### src/rtl/trim_pkg.sv
`timescale 1ns / 1ps
package trim_pkg;
    typedef enum logic [2:0] {
        ST_IDLE   = 3'd0,
        ST_ADDR0  = 3'd1,
        ST_ADDR1  = 3'd2,
        ST_CAPT   = 3'd3,
        ST_INTERP = 3'd4,
        ST_SUM    = 3'd5
    } trim_state_e;
endpackage

### src/rtl/trim_event_ctrl.sv
`timescale 1ns / 1ps
// Holds the last conversion and the tuning bytes, and raises a pending
// update request on a changed conversion or on any tuning write.
module trim_event_ctrl #(
    parameter int TEMP_W     = 12,
    parameter int RESET_TEMP = 400
) (
    input  logic              clk_i,
    input  logic              rst_ni,
    input  logic [TEMP_W-1:0] temp_i,
    input  logic              temp_stb_i,
    input  logic [7:0]        tune_hi_i,
    input  logic [7:0]        tune_lo_i,
    input  logic              tune_wr_i,
    input  logic              start_i,
    output logic [TEMP_W-1:0] temp_o,
    output logic [14:0]       tune_o,
    output logic              hold_o,
    output logic              pend_o
);
    typedef struct packed {
        logic [TEMP_W-1:0] temp;
        logic [7:0]        hi;
        logic [7:0]        lo;
        logic              pend;
    } ev_s;

    ev_s  st_d, st_q;
    logic temp_evt;

    always_comb begin
        st_d     = st_q;
        temp_evt = temp_stb_i && (temp_i != st_q.temp) && !st_q.hi[7];
        if (temp_stb_i) begin
            st_d.temp = temp_i;
        end
        if (tune_wr_i) begin
            st_d.hi = tune_hi_i;
            st_d.lo = tune_lo_i;
        end
        st_d.pend = temp_evt || tune_wr_i || (st_q.pend && !start_i);
    end

    always_ff @(posedge clk_i or negedge rst_ni) begin
        if (!rst_ni) begin
            st_q.temp <= TEMP_W'(RESET_TEMP);
            st_q.hi   <= '0;
            st_q.lo   <= '0;
            st_q.pend <= 1'b1;
        end else begin
            st_q <= st_d;
        end
    end

    assign temp_o = st_q.temp;
    assign tune_o = {st_q.hi[6:0], st_q.lo};
    assign hold_o = st_q.hi[7];
    assign pend_o = st_q.pend;

    // a tuning write always leaves an update pending
    p_write_arms_update_r5: assert property (@(posedge clk_i) disable iff (!rst_ni)
        tune_wr_i |=> pend_o);

    // a conversion while frozen does not request an update
    p_frozen_temp_quiet_r7: assert property (@(posedge clk_i) disable iff (!rst_ni)
        (hold_o && temp_stb_i && !tune_wr_i && !pend_o) |=> !pend_o);
endmodule

### src/rtl/trim_index_map.sv
`timescale 1ns / 1ps
// Maps a temperature to a table segment index and a 0..2^FRAC_B fraction,
// clamping outside the calibrated span.
module trim_index_map #(
    parameter int TEMP_W = 12,
    parameter int T_LO   = -640,
    parameter int T_HI   = 1360,
    parameter int FRAC_B = 3,
    parameter int ADDR_W = 8
) (
    input  logic [TEMP_W-1:0] temp_i,
    output logic [ADDR_W-1:0] idx_o,
    output logic [FRAC_B:0]   frac_o
);
    localparam int SPAN     = T_HI - T_LO;
    localparam int LAST_SEG = SPAN >> FRAC_B;
    localparam int OFF_W    = $clog2(SPAN + 1);
    localparam int EXT_W    = TEMP_W + 2;

    localparam logic signed [EXT_W-1:0] LO_V      = EXT_W'(T_LO);
    localparam logic signed [EXT_W-1:0] SPAN_V    = EXT_W'(SPAN);
    localparam logic [OFF_W-1:0]        SPAN_U    = OFF_W'(SPAN);
    localparam logic [OFF_W-1:0]        LAST_V    = OFF_W'(LAST_SEG);
    localparam logic [ADDR_W-1:0]       TOP_IDX   = ADDR_W'(LAST_SEG - 1);
    localparam logic [FRAC_B:0]         FRAC_FULL = {1'b1, {FRAC_B{1'b0}}};

    logic signed [EXT_W-1:0] off_w;
    logic [OFF_W-1:0]        off_c;
    logic [OFF_W-1:0]        seg;

    always_comb begin
        off_w = $signed({{2{temp_i[TEMP_W-1]}}, temp_i}) - LO_V;
        if (off_w[EXT_W-1]) begin
            off_c = '0;
        end else if (off_w > SPAN_V) begin
            off_c = SPAN_U;
        end else begin
            off_c = off_w[OFF_W-1:0];
        end
        seg = off_c >> FRAC_B;
        if (seg == LAST_V) begin
            idx_o  = TOP_IDX;
            frac_o = FRAC_FULL;
        end else begin
            idx_o  = seg[ADDR_W-1:0];
            frac_o = {1'b0, off_c[FRAC_B-1:0]};
        end
    end
endmodule

### src/rtl/trim_sat_add.sv
`timescale 1ns / 1ps
// Adds the signed tuning offset to the unsigned trim and clamps to the DAC range.
module trim_sat_add #(
    parameter int ENTRY_W = 14,
    parameter int TUNE_W  = 15,
    parameter int DAC_W   = 14
) (
    input  logic [ENTRY_W-1:0] trim_i,
    input  logic [TUNE_W-1:0]  tune_i,
    output logic [DAC_W-1:0]   code_o
);
    localparam int BASE_W = (ENTRY_W > TUNE_W) ? ENTRY_W : TUNE_W;
    localparam int SUM_W  = ((BASE_W > DAC_W) ? BASE_W : DAC_W) + 2;
    localparam logic signed [SUM_W-1:0] MAX_V = SUM_W'((1 << DAC_W) - 1);

    logic signed [SUM_W-1:0] trim_x, tune_x, sum_w;

    always_comb begin
        trim_x = $signed({{(SUM_W-ENTRY_W){1'b0}}, trim_i});
        tune_x = $signed({{(SUM_W-TUNE_W){tune_i[TUNE_W-1]}}, tune_i});
        sum_w  = trim_x + tune_x;
        if (sum_w[SUM_W-1]) begin
            code_o = '0;
        end else if (sum_w > MAX_V) begin
            code_o = '1;
        end else begin
            code_o = sum_w[DAC_W-1:0];
        end
    end
endmodule

### src/rtl/trim_interp_core.sv
`timescale 1ns / 1ps
// Sequencer: snapshot, two table reads, interpolation, saturated sum, output.
module trim_interp_core
    import trim_pkg::*;
#(
    parameter int ENTRY_W   = 14,
    parameter int DAC_W     = 14,
    parameter int ADDR_W    = 8,
    parameter int FRAC_B    = 3,
    parameter int TUNE_W    = 15,
    parameter int N_ENTRIES = 251
) (
    input  logic               clk_i,
    input  logic               rst_ni,
    input  logic               pend_i,
    input  logic               hold_i,
    input  logic [TUNE_W-1:0]  tune_i,
    input  logic [ADDR_W-1:0]  idx_i,
    input  logic [FRAC_B:0]    frac_i,
    output logic               start_o,
    output logic               tbl_rd_o,
    output logic [ADDR_W-1:0]  tbl_addr_o,
    input  logic [ENTRY_W-1:0] tbl_data_i,
    output logic [ENTRY_W-1:0] sat_trim_o,
    output logic [TUNE_W-1:0]  sat_tune_o,
    input  logic [DAC_W-1:0]   sat_code_i,
    output logic [DAC_W-1:0]   dac_code_o,
    output logic               dac_vld_o
);
    localparam int PROD_W = ENTRY_W + FRAC_B + 3;
    localparam logic signed [PROD_W-1:0] RND_V    = PROD_W'((1 << FRAC_B) - 1);
    localparam logic [ADDR_W-1:0]        LAST_IDX = ADDR_W'(N_ENTRIES - 1);

    typedef struct packed {
        trim_state_e        st;
        logic [ADDR_W-1:0]  idx;
        logic [FRAC_B:0]    frac;
        logic               hold;
        logic [TUNE_W-1:0]  tune;
        logic [ENTRY_W-1:0] e0;
        logic [ENTRY_W-1:0] e1;
        logic [ENTRY_W-1:0] trim;
        logic [DAC_W-1:0]   dac;
        logic               vld;
    } core_s;

    core_s q_d, q_q;

    logic signed [ENTRY_W:0]   diff_w;
    logic signed [PROD_W-1:0]  prod_w, adj_w, step_w, interp_w;

    // Linear interpolation, quotient truncated toward zero
    always_comb begin
        diff_w   = $signed({1'b0, q_q.e1}) - $signed({1'b0, q_q.e0});
        prod_w   = $signed({{(PROD_W-ENTRY_W-1){diff_w[ENTRY_W]}}, diff_w})
                 * $signed({{(PROD_W-FRAC_B-1){1'b0}}, q_q.frac});
        adj_w    = prod_w[PROD_W-1] ? (prod_w + RND_V) : prod_w;
        step_w   = adj_w >>> FRAC_B;
        interp_w = $signed({{(PROD_W-ENTRY_W){1'b0}}, q_q.e0}) + step_w;
    end

    always_comb begin
        q_d        = q_q;
        q_d.vld    = 1'b0;
        start_o    = 1'b0;
        tbl_rd_o   = 1'b0;
        tbl_addr_o = q_q.idx;
        case (q_q.st)
            ST_IDLE: begin
                if (pend_i) begin
                    start_o  = 1'b1;
                    q_d.st   = ST_ADDR0;
                    q_d.idx  = idx_i;
                    q_d.frac = frac_i;
                    q_d.hold = hold_i;
                    q_d.tune = tune_i;
                end
            end
            ST_ADDR0: begin
                tbl_rd_o = 1'b1;
                q_d.st   = ST_ADDR1;
            end
            ST_ADDR1: begin
                tbl_rd_o   = 1'b1;
                tbl_addr_o = q_q.idx + 1'b1;
                q_d.e0     = tbl_data_i;
                q_d.st     = ST_CAPT;
            end
            ST_CAPT: begin
                q_d.e1 = tbl_data_i;
                q_d.st = ST_INTERP;
            end
            ST_INTERP: begin
                if (!q_q.hold) begin
                    q_d.trim = interp_w[ENTRY_W-1:0];
                end
                q_d.st = ST_SUM;
            end
            ST_SUM: begin
                q_d.dac = sat_code_i;
                q_d.vld = 1'b1;
                q_d.st  = ST_IDLE;
            end
            default: q_d.st = ST_IDLE;
        endcase
    end

    always_ff @(posedge clk_i or negedge rst_ni) begin
        if (!rst_ni) begin
            q_q <= '0;
        end else begin
            q_q <= q_d;
        end
    end

    assign sat_trim_o = q_q.trim;
    assign sat_tune_o = q_q.tune;
    assign dac_code_o = q_q.dac;
    assign dac_vld_o  = q_q.vld;

    // the valid flag is a single-cycle pulse
    p_single_pulse_r8: assert property (@(posedge clk_i) disable iff (!rst_ni)
        dac_vld_o |=> !dac_vld_o);

    // fixed distance from the start of an update to its result
    p_fixed_latency_r8: assert property (@(posedge clk_i) disable iff (!rst_ni)
        start_o |-> ##6 dac_vld_o);

    // the code only moves together with the valid pulse
    p_code_held_r8: assert property (@(posedge clk_i) disable iff (!rst_ni)
        !dac_vld_o |-> $stable(dac_code_o));

    // the second read follows the first at the next address
    p_read_pair_r10: assert property (@(posedge clk_i) disable iff (!rst_ni)
        (q_q.st == ST_ADDR0) |=> (tbl_rd_o && tbl_addr_o == $past(tbl_addr_o) + 1'b1));

    // reads stay inside the table
    p_addr_in_table_r3: assert property (@(posedge clk_i) disable iff (!rst_ni)
        tbl_rd_o |-> (tbl_addr_o <= LAST_IDX));

    // a fresh interpolated term lies between its two entries
    p_trim_between_r2: assert property (@(posedge clk_i) disable iff (!rst_ni)
        (q_q.st == ST_SUM && !q_q.hold) |->
        ((q_q.trim >= q_q.e0 && q_q.trim <= q_q.e1) ||
         (q_q.trim <= q_q.e0 && q_q.trim >= q_q.e1)));
endmodule

### src/rtl/tcxo_trim_interp.sv
`timescale 1ns / 1ps
module tcxo_trim_interp #(
    parameter int TEMP_W     = 12,
    parameter int ENTRY_W    = 14,
    parameter int DAC_W      = 14,
    parameter int FRAC_B     = 3,
    parameter int T_LO       = -640,
    parameter int T_HI       = 1360,
    parameter int RESET_TEMP = 400,
    localparam int N_ENTRIES = ((T_HI - T_LO) >> FRAC_B) + 1,
    localparam int ADDR_W    = $clog2(N_ENTRIES)
) (
    input  logic               clk_i,
    input  logic               rst_ni,
    input  logic [TEMP_W-1:0]  temp_i,
    input  logic               temp_stb_i,
    input  logic [7:0]         tune_hi_i,
    input  logic [7:0]         tune_lo_i,
    input  logic               tune_wr_i,
    output logic               tbl_rd_o,
    output logic [ADDR_W-1:0]  tbl_addr_o,
    input  logic [ENTRY_W-1:0] tbl_data_i,
    output logic [DAC_W-1:0]   dac_code_o,
    output logic               dac_vld_o
);
    localparam int TUNE_W = 15;

    logic [TEMP_W-1:0]  temp_w;
    logic [TUNE_W-1:0]  tune_w;
    logic               hold_w, pend_w, start_w;
    logic [ADDR_W-1:0]  idx_w;
    logic [FRAC_B:0]    frac_w;
    logic [ENTRY_W-1:0] sat_trim_w;
    logic [TUNE_W-1:0]  sat_tune_w;
    logic [DAC_W-1:0]   sat_code_w;

    trim_event_ctrl #(
        .TEMP_W     (TEMP_W),
        .RESET_TEMP (RESET_TEMP)
    ) i_events (
        .clk_i      (clk_i),
        .rst_ni     (rst_ni),
        .temp_i     (temp_i),
        .temp_stb_i (temp_stb_i),
        .tune_hi_i  (tune_hi_i),
        .tune_lo_i  (tune_lo_i),
        .tune_wr_i  (tune_wr_i),
        .start_i    (start_w),
        .temp_o     (temp_w),
        .tune_o     (tune_w),
        .hold_o     (hold_w),
        .pend_o     (pend_w)
    );

    trim_index_map #(
        .TEMP_W (TEMP_W),
        .T_LO   (T_LO),
        .T_HI   (T_HI),
        .FRAC_B (FRAC_B),
        .ADDR_W (ADDR_W)
    ) i_index (
        .temp_i (temp_w),
        .idx_o  (idx_w),
        .frac_o (frac_w)
    );

    trim_interp_core #(
        .ENTRY_W   (ENTRY_W),
        .DAC_W     (DAC_W),
        .ADDR_W    (ADDR_W),
        .FRAC_B    (FRAC_B),
        .TUNE_W    (TUNE_W),
        .N_ENTRIES (N_ENTRIES)
    ) i_core (
        .clk_i      (clk_i),
        .rst_ni     (rst_ni),
        .pend_i     (pend_w),
        .hold_i     (hold_w),
        .tune_i     (tune_w),
        .idx_i      (idx_w),
        .frac_i     (frac_w),
        .start_o    (start_w),
        .tbl_rd_o   (tbl_rd_o),
        .tbl_addr_o (tbl_addr_o),
        .tbl_data_i (tbl_data_i),
        .sat_trim_o (sat_trim_w),
        .sat_tune_o (sat_tune_w),
        .sat_code_i (sat_code_w),
        .dac_code_o (dac_code_o),
        .dac_vld_o  (dac_vld_o)
    );

    trim_sat_add #(
        .ENTRY_W (ENTRY_W),
        .TUNE_W  (TUNE_W),
        .DAC_W   (DAC_W)
    ) i_sat (
        .trim_i (sat_trim_w),
        .tune_i (sat_tune_w),
        .code_o (sat_code_w)
    );
endmodule

### config.mk
export PLATFORM = sky130hd
export DESIGN_NAME = tcxo_trim_interp
export DESIGN_NICKNAME = d
export VERILOG_FILES = /design/src/rtl/trim_pkg.sv /design/src/rtl/trim_event_ctrl.sv /design/src/rtl/trim_index_map.sv /design/src/rtl/trim_sat_add.sv /design/src/rtl/trim_interp_core.sv /design/src/rtl/tcxo_trim_interp.sv
export SDC_FILE = /design/constraint.sdc
export NUM_CORES = 1
export LEC_CHECK = 0
export ABC_AREA = 1
export ABC_CLOCK_PERIOD_IN_PS = 12200
export BUFFER_PORTS_ARGS = -buffer_cell sky130_fd_sc_hd__buf_2
export CAP_MARGIN = 15
export CORE_MARGIN = 2
export CORE_UTILIZATION = 30
export DETAILED_ROUTE_END_ITERATION = 10
export GPL_ROUTABILITY_DRIVEN = 0
export HOLD_SLACK_MARGIN = 0.03
export PLACE_DENSITY = 0.43
export SYNTH_ARGS = -nofsm -noshare
export SYNTH_HDL_FRONTEND = slang
export SYNTH_SLANG_ARGS = --single-unit
### constraint.sdc
create_clock -name clk_i -period 12.2 [get_ports clk_i]
set_input_delay 0 -clock clk_i [delete_from_list [all_inputs] [get_ports clk_i]]
set_output_delay 0 -clock clk_i [all_outputs]
set_load 0.02 [all_outputs]
==> metrics.log <==
INFO  metric worst_setup_hold_path_clk_slew = 0.06 ns
INFO  metric synth.largest_area_cell = dfrtp_1
INFO  metric critPathCaptureType = flop
INFO  metric place_hpwl = 19.6 mm
INFO  metric syn_inst = 1256
INFO  metric r2r_setup_slack = 4.82 ns
INFO  metric met2_length = 11.0 mm
INFO  metric effective_utilization_at_floorplan = 30.4%
INFO  metric synth-edff-count = 0
INFO  metric setup_violations = 0
INFO  metric grt-ovfl-total = 0
INFO  metric regArea = 2930 um^2
INFO  metric die_area = 33200 um^2
INFO  metric pre_cts_worst_setup_slack = 4.89 ns
INFO  metric num-nets-final = 1527
INFO  metric synthToLayoutAreaGrowth = 19.1%
INFO  metric post_dr_vias_cell = 4.49
INFO  metric numCtsBuffers = 17
INFO  metric timing_worst_slew_pin_value = 0.948 ns
INFO  metric max_freq = 0.136 GHz
INFO  metric post_cts.repair.setup_buffers = 0
INFO  metric tritoncts_num_sinks = 117
INFO  metric fin_crit = 7.38 ns
INFO  metric finish.utilization = 36.2%
INFO  metric worst-endpoint-arrival = 7.67 ns
INFO  metric synth_warnings = 0
INFO  metric timing.setup.critical_path_class = flop to flop
INFO  metric layout_worst_path_cycle_share = 60.5%
INFO  metric rsz0062_at_grt = false
INFO  metric final.setup_skew = 0.0144 ns
INFO  metric timing.critical_path.slowest_stage_cell = fa_1
INFO  metric worstPathRequired = 12.50 ns
INFO  metric floorplan.core_area = 31400 um^2
INFO  metric final_layout_size_suffix_gt1_share = 11.8%
INFO  metric dr.first_iter.drc_count = 270
INFO  metric cts_tree = yes
INFO  metric multiInputGateArea = 5590 um^2
INFO  metric detail_route.first_pass.iterations = 5
INFO  metric nFillCells = 3386
INFO  metric synth_area = 9530 um^2
INFO  metric route.vias.total = 7981
INFO  metric die_height = 182 um
INFO  metric place.port_buffers = 69
INFO  metric maxUsedRoutingLayer = met4
INFO  metric asyncSetResetFlopFracSynth = 100%
INFO  metric status = complete, no violations
INFO  metric critPathLaunchType = flop
INFO  metric setup_ws = 4.82 ns
INFO  metric first_global_vias = 8082
INFO  metric path_max_fanout = 5
INFO  metric remaining_drc_errors = 0
INFO  metric syn_nets = 1418
INFO  metric netlist_top_cells_count = nand2_1, inv_1, dfrtp_1
INFO  metric max_stage_delay = 0.53 ns
INFO  metric clock_tree.buffer_depth = 2
INFO  metric wirelength_met1 = 12.4 mm
INFO  metric synth.yosys.seq_area_share = 30.8%
INFO  metric antenna_found_initial = 0
INFO  metric max_cap_viol_count = 0
INFO  metric antenna_cells = 0
INFO  metric insertion_delay = 0.42 ns
INFO  metric cp_most_frequent_cell = nand2_1
INFO  metric top_level_ports = 70
INFO  metric clk_root_buffer_cell = clkbuf_16
INFO  metric grt.total_usage = 15.4%
INFO  metric global_route_wire_length_before_repair = 41.0 mm
INFO  metric grt_max_degree = 66
INFO  metric max-slew-margin-rel = 36.6%
INFO  metric final-hold-violation-count = 0
INFO  metric cts.hold.buffers_added = 54
INFO  metric synth.ff_latch_count = 117
INFO  metric cts_resized = 0
INFO  metric postSynth.topFlopCell = dfrtp_1
INFO  metric wire_per_inst = 13.6 um
INFO  metric die_w = 182 um
INFO  metric routed-wl-met3 = 441 um
INFO  metric antenna_violating_nets_post_route = 0
INFO  metric synthMostInstantiatedCell = nand2_1
INFO  metric yosysTopAreaCellShare = 29.7%
INFO  metric top_post_synthesis_cells_by_area = dfrtp_1, nand2_1, ha_1
INFO  metric number_of_library_cell_types_mapped_by_synthesis = 46
INFO  metric wirelength = 24.2 mm
INFO  metric hold_path_class = input pin to flop
INFO  metric postSynthAreaPerCell = 7.59 um^2
INFO  metric totalNegativeSetupSlack = 0 ns
INFO  metric cts-htree-levels = 4
INFO  metric slew_viol_final = 0
INFO  metric row_count = 65
[critical path: cells and delay by family (launching register included)]
family,cells,cell delay [ns]
compound gates,8,1.35
xor+xnor,1,0.31
fa+ha+maj,7,2.62
buf+inv,7,0.45
flops,1,0.47
simple gates,21,2.03
[cells by family (layout without fill, tap and decap cells)]
logic type	after synthesis	in the layout	share of synthesized area [%]
AOI/OAI and AO/OA	177	177	10.1
adders and majority gates	116	116	17.9
buffers and inverters	256	377	10.7
and+or+nand+nor	514	514	23.1
muxes	16	16	1.89
DFF	117	117	30.8
xor gates and xnor gates	60	60	5.51
[stage by stage]
stage | instances | cell area [um^2] | hold WS [ns]
after floorplan | 1256 | 9530 | -0.296
after global placement | 1694 | 10200 | 0.113
after detailed placement | 1694 | 10200 | 0.114
after CTS | 1779 | 11400 | 0.0310
after global routing | 1779 | 11400 | 0.0823
final | 1779 | 11400 | 0.0454
[cell usage in the layout, fill, tap and decap left out, types with 16 or more instances in the layout]
master	netlist	final
buf_2	2	68
inv_1	215	215
mux2_2	16	16
o21ai_0	91	91
ha_1	82	82
fa_1	34	34
nand2_1	316	316
clkbuf_16	0	17
a21oi_1	54	54
dfrtp_1	113	113
xor2_1	46	46
nand3_1	45	45
dlygate4sd3_1	0	54
nor2_1	93	93
[flip-flops by register name, summed over array words and instances (netlist names)]
signal / flops
i_core.dac_code_o: 14
i_core.q_q: 44
i_events.tune_o: 15
i_core.dac_vld_o: 1
i_events.pend_o: 1
i_events.hold_o: 1
i_core.sat_tune_o: 15
i_core.sat_trim_o: 14
i_events.temp_o: 12
[layer usage]
layer  up-vias  track usage (%)
met2        74             24.9
li1       4180                -
met5         -                0
met4         0             3.81
met1      3709             21.5
met3        18             2.51
[layout make-up]
class                      instances  share of cell area (%)
multi-input combinational        883                    49.2
sequential                       117                    25.8
inverter                         221                    7.31
tap                              402                    4.43
clock buffer                      18                    3.87
timing repair buffer             125                    7.96
clock inverter                    13                    1.39
[final timing paths]
check,start,cells past startpoint,endpoint
min in group asynchronous,rst_ni,2,i_core.q_q[35]
worst min-delay path,temp_stb_i,2,i_events.temp_o[1]
worst max-delay path,i_core.q_q[44],44,i_core.sat_trim_o[12]
worst max register to register,i_core.q_q[44],44,i_core.sat_trim_o[12]
max in group asynchronous,rst_ni,3,i_core.q_q[80]
worst min register to register,i_core.dac_code_o[3],2,i_core.dac_code_o[3]
Power is not shown: default switching activity piles up to over one toggle a cycle in this logic, so the estimate is an artifact.
